`config.mk`:
```
export PLATFORM = sky130hd
export DESIGN_NAME = lsens_timing_ctrl
export DESIGN_NICKNAME = d
export VERILOG_FILES = /design/src/rtl/lsens_timing_ctrl.sv
export SDC_FILE = /design/constraint.sdc
export NUM_CORES = 1
export LEC_CHECK = 0
export ABC_AREA = 0
export CORE_MARGIN = 2
export CORE_UTILIZATION = 40
export DETAILED_ROUTE_END_ITERATION = 16
export DONT_BUFFER_PORTS = 1
export PLACE_DENSITY = 0.67
export SLEW_MARGIN = 10
export SYNTH_ARGS = -nofsm -noshare
export SYNTH_HDL_FRONTEND = slang
export SYNTH_SLANG_ARGS = --single-unit
```
`constraint.sdc`:
```
create_clock -name clk -period 2.15 [get_ports clk]
set_clock_uncertainty 0.1 [all_clocks]
set_input_delay 0.1075 -clock clk [delete_from_list [all_inputs] [get_ports clk]]
set_output_delay 0.1075 -clock clk [all_outputs]
set_load 0.05 [all_outputs]
```
`src/rtl/lsens_timing_ctrl.sv`:
```
`timescale 1ns/1ps
module lsens_timing_ctrl #(
  parameter int PWRUP_CYC = 3750,
  parameter int RST_CYC   = 5,
  parameter int PERIOD_HS = 300,
  parameter int HIGH_MIN  = 60,
  parameter int INT_W     = 10
) (
  input  logic             clk,
  input  logic             rst_n,
  input  logic             enable,
  input  logic             mode_slow,
  input  logic [INT_W-1:0] int_len,
  output logic             pll_rst_n,
  output logic             pix_rst_n,
  output logic             start_o,
  output logic             ready,
  output logic             line_stb
);
  localparam int PER_MAX = 2 * PERIOD_HS;
  localparam int PW = $clog2(PER_MAX + 1);
  localparam int CW = $clog2(PWRUP_CYC + 1);
  localparam int XW = (INT_W > PW) ? INT_W : PW;

  typedef enum logic [2:0] {
    ST_WAIT = 3'b011,
    ST_PLL  = 3'b010,
    ST_PIX  = 3'b001,
    ST_RUN  = 3'b111
  } st_t;

  st_t           st;
  logic [CW-1:0] cnt;
  logic          run;
  logic [PW-1:0] pc, cur_p, cur_lo, p_req, lo_req;
  logic [XW-1:0] lim_x, len_x, lo_x;
  logic          start_q, stb_q, last, launch;
  logic [PW-1:0] pc_nx;

  assign pll_rst_n = st[0];
  assign pix_rst_n = st[1];
  assign ready     = st[2];
  assign start_o   = start_q;
  assign line_stb  = stb_q;

  assign p_req  = mode_slow ? PW'(PER_MAX) : PW'(PERIOD_HS);
  assign lim_x  = XW'(p_req - PW'(HIGH_MIN));
  assign len_x  = XW'(int_len);
  assign lo_x   = (len_x == '0) ? XW'(1) : ((len_x > lim_x) ? lim_x : len_x);
  assign lo_req = PW'(lo_x);

  assign last   = run && (pc == cur_p - PW'(1));
  assign launch = (st == ST_RUN) && enable && (!run || last);
  assign pc_nx  = pc + PW'(1);

  always_ff @(posedge clk or negedge rst_n) begin
    if (!rst_n) begin
      st      <= ST_WAIT;
      cnt     <= '0;
      run     <= 1'b0;
      pc      <= '0;
      cur_p   <= PW'(PERIOD_HS);
      cur_lo  <= PW'(1);
      start_q <= 1'b1;
      stb_q   <= 1'b0;
    end else begin
      stb_q <= 1'b0;
      unique case (st)
        ST_WAIT:
          if (cnt == CW'(PWRUP_CYC - 1)) begin st <= ST_PLL; cnt <= '0; end
          else cnt <= cnt + CW'(1);
        ST_PLL:
          if (cnt == CW'(RST_CYC - 1)) begin st <= ST_PIX; cnt <= '0; end
          else cnt <= cnt + CW'(1);
        ST_PIX:
          if (cnt == CW'(RST_CYC - 1)) begin st <= ST_RUN; cnt <= '0; end
          else cnt <= cnt + CW'(1);
        ST_RUN:
          if (launch) begin
            run     <= 1'b1;
            pc      <= '0;
            cur_p   <= p_req;
            cur_lo  <= lo_req;
            start_q <= 1'b0;
          end else if (run) begin
            if (last) begin
              run     <= 1'b0;
              start_q <= 1'b1;
            end else begin
              pc      <= pc_nx;
              start_q <= (pc_nx >= cur_lo);
              stb_q   <= (pc_nx == cur_lo);
            end
          end
        default: st <= ST_WAIT;
      endcase
    end
  end

  p_reset_disjoint_r3: assert property (@(posedge clk) disable iff (!rst_n)
    pll_rst_n || pix_rst_n);
  p_pix_after_pll_r3: assert property (@(posedge clk) disable iff (!rst_n)
    $fell(pix_rst_n) |-> $rose(pll_rst_n));
  p_idle_high_r4: assert property (@(posedge clk) disable iff (!rst_n)
    !ready |-> start_o);
  p_ready_sticks_r4: assert property (@(posedge clk) disable iff (!rst_n)
    ready |=> ready);
  p_low_bounded_r6: assert property (@(posedge clk) disable iff (!rst_n)
    launch |=> (cur_lo >= PW'(1)) && (cur_lo <= cur_p - PW'(HIGH_MIN)));
  p_stb_on_rise_r7: assert property (@(posedge clk) disable iff (!rst_n)
    $rose(start_o) |-> line_stb);
  p_stb_only_rise_r7: assert property (@(posedge clk) disable iff (!rst_n)
    line_stb |-> $rose(start_o));
  p_cfg_hold_r8: assert property (@(posedge clk) disable iff (!rst_n)
    (run && !last) |=> ($stable(cur_p) && $stable(cur_lo)));
endmodule

```
==> run_results.csv <==
group,metric,value,unit
place,place_hpwl,4630,um
sta,period_share,105,%
sta,final_max_slew_viol_count,0,
floorplanning,dieHeight,85.4,um
cts,cts_tree,"done",
detailed_routing,wl,6550,um
hold_path,hold_end,"cur_p[8]",
detailed_routing,wl_per_cell,16.0,um
synth,ys.flop_type,"dfrtp_1",
power,power,1520,uW
sta,tightestPinTransition,484,ps
worst_setup_path,endpoint_kind,"register",
synth,yosys_register_bits,40,
power,leakagePower,0.00152,uW
hold_path,whs_path_depth,2,
place,io_buffer_count,0,
cells_and_area,final_area,0.00343,mm2
cts,clock_latency,290,ps
detailed_routing,drt_iter0_markers,154,
synth,ys_types,52,
sta,rsz0062_at_grt,"true",
global_route,grt_start_max_net_pins,41,
cells_and_area,nets,365,
global_route,antenna_found_initial,0,
worst_setup_path,worst_r2r_endpoint,"start_o",
worst_setup_path,rr_worst_depth,9,
sta,hold_viol,0,
sta,layout_min_cycle_time,2250,ps
floorplanning,io_pins,19,
cts,clk_pin_slew_worst_paths,80,ps
worst_setup_path,cp.required,2270,ps
sta,worst_slack,-104,ps
global_route,grt_usage,19.1,%
synth,syn-cell-area,0.00265,mm2
detailed_routing,vias,2307,
cells_and_area,antennaDiodeCount,0,
job,maxCapViolations,0,
floorplanning,start_util,41.5,%
worst_setup_path,cp-start-kind,"register",
floorplanning,rows,29,
power,ir_drop,322,uV
place,place_congestion,0.915,
hold_path,hp-class,"in2reg",
detailed_routing,drtAntennaViolNets,0,
synth,synthCells,282,
synth,synth_edf_count,0,
synth,ys_seq_area_share,38.0,%
detailed_routing,first_pass_iters,4,
cts,numCtsBuffers,5,
sta,maxSlewHeadroom,67.7,%
run_status,outcome,"finished with violations",
power,pwr_density_cell,444,mW/mm2
hold_path,min-delay-start,"mode_slow",
synth,yosys_warnings,0,
worst_setup_path,cp_max_fo,3,
synth,async_flop_share,100,%
cells_and_area,layout-drive-gt1-share,27.4,%
cts,h-tree-depth,2,
run_status,violations,"negative setup slack",
worst_setup_path,r2r_slack,-100,ps
cts,cts_num_sinks,40,
floorplanning,dieWidth,85.4,um
cts,cts_buffer_depth,2,
floorplanning,core_area,0.00639,mm2
floorplanning,fp.dieArea,0.00729,mm2
cts,cts_root_buf,"clkbuf_8",
sta,setup_violations,16,
global_route,gr-total-overflow,0,
sta,fmax,0.444,GHz
worst_setup_path,critPathArrivalTime,2380,ps
synth,synth.top_cell.area_share,33.1,%
worst_setup_path,regToRegStartpoint,"pc[0]",
place,place_area,0.00295,mm2
detailed_routing,drc,0,
cells_and_area,area_growth,29.3,%
detailed_routing,vias_per_cell,5.64,
synth,netlist.top_cell.by_area,"dfrtp_1",
worst_setup_path,path_class,"reg2reg",
global_route,grt_pass1_wl,10900,um
synth,syn_nets,316,
synth,netlist_top_cells_area,"dfrtp_1 (33%), ha_1 (9.4%), dfstp_2 (5.0%)",
synth,avgSynthCellArea,9.40,um2
global_route,first_global_vias,2284,
-- state kept, by name, summed over array words and instances (netlist names) --
| register | count |
|---|---|
| cnt | 12 |
| cur_lo | 10 |
| line_stb | 1 |
| pc | 10 |
| st | 3 |
| run | 1 |
| cur_p | 2 |
| start_o | 1 |
-- cell type report --
type                    count  area (um2)
repair buffers             47         410
fillers                   564        2960
multi-input cells         214        1700
well taps                  77        96.3
flip-flops and latches     40        1010
inverters                  23        86.3
clock buffers               7        96.3
clock inverters             1        30.0
-- worst max-delay path: stages, from the launching register on --
cell	delay [ps]
dfrtp_1	410
ha_4	170
and3_4	220
nor2_1	70
or2_4	260
ha_4	260
nand4_1	80
or2_4	250
a31oi_4	210
a2bb2oi_2	150
-- metal layers --
layer	vias to the layer above	track usage [%]	wire length [um]
li1	1118	-	-
met1	1103	25.1	2990
met2	67	30.5	3090
met3	19	2.72	241
met4	0	9.52	226
met5	-	0	0
-- kinds of logic (layout without fill, tap and decap cells) --
group | Yosys count | in the layout | share of synthesized area, %
compound gates | 60 | 60 | 17.0
xor+xnor | 17 | 17 | 5.62
fa+ha+maj | 20 | 20 | 9.44
buf+inv | 28 | 78 | 4.63
flops | 40 | 40 | 38.0
mux | 8 | 8 | 3.21
simple gates | 109 | 109 | 22.0
-- what timing repair did --
action                                  4_1_cts  5_1_grt
endpoints found under the hold margin        51        0
resized for setup                            19       13
hold buffers                                 13        0
setup buffers                                 2        5
endpoints found under the setup margin       15       30
pin swaps                                    10       21
-- how the worst max path moves through the flow --
stage / slack (ps) / end / start
after floorplan: -20 / start_o / pc[0]
after global placement: -80 / start_o / pc[2]
after detailed placement: -140 / start_o / pc[1]
after CTS: -110 / start_o / pc[0]
after global routing: -210 / start_o / pc[0]
final: -100 / start_o / pc[0]
-- report_power, final --
| group | internal, uW | total [uW] | switching (uW) |
|---|---|---|---|
| clock | 410 | 678 | 268 |
| combinational | 43.4 | 91.9 | 48.6 |
| sequential | 752 | 752 | 0 |
-- through the flow --
step                hold slack (ps)  util, %  std cells  setup TNS, ps  setup WS, ps
floorplan                      -288        -        282          -16.1         -16.1
global placement               -287     46.2        381          -83.5         -83.5
detailed placement             -288     46.2        381           -514          -137
CTS                            28.5     52.1        404           -108          -107
global route                   56.2     53.6        409          -3540          -215
finish                         36.5     53.6        409           -742          -104
-- cell usage after synthesis, types with 4 or more instances --
master,n
mux2i_1,4
nor4_1,5
nor2_1,18
nand3_1,7
and3_1,5
a21o_1,5
dfrtp_1,35
or2_2,8
or4_1,5
o21ai_0,8
inv_1,23
dfstp_2,5
nor3_1,7
a21oi_1,15
ha_1,20
a22o_1,8
nand2_1,29
xor2_1,6
nand4_1,8
xnor2_1,11
-- cells in the final DEF, fill, tap and decap left out, types with 5 or more instances in the layout --
| cell | instances |
|---|---|
| dfrtp_1 | 33 |
| buf_4 | 30 |
| nand2_1 | 27 |
| inv_1 | 23 |
| nor2_1 | 18 |
| ha_1 | 18 |
| a21oi_1 | 13 |
| dlygate4sd3_1 | 12 |
| xnor2_1 | 11 |
| nand4_1 | 8 |
| a22o_1 | 8 |
| clkbuf_8 | 7 |
| or2_2 | 6 |
| o21ai_0 | 6 |
| nor3_1 | 5 |
| or4_1 | 5 |
| nor4_1 | 5 |
| a21o_1 | 5 |
| nand3_1 | 5 |
| dfstp_2 | 5 |
Power figures use the tool's default switching activity.
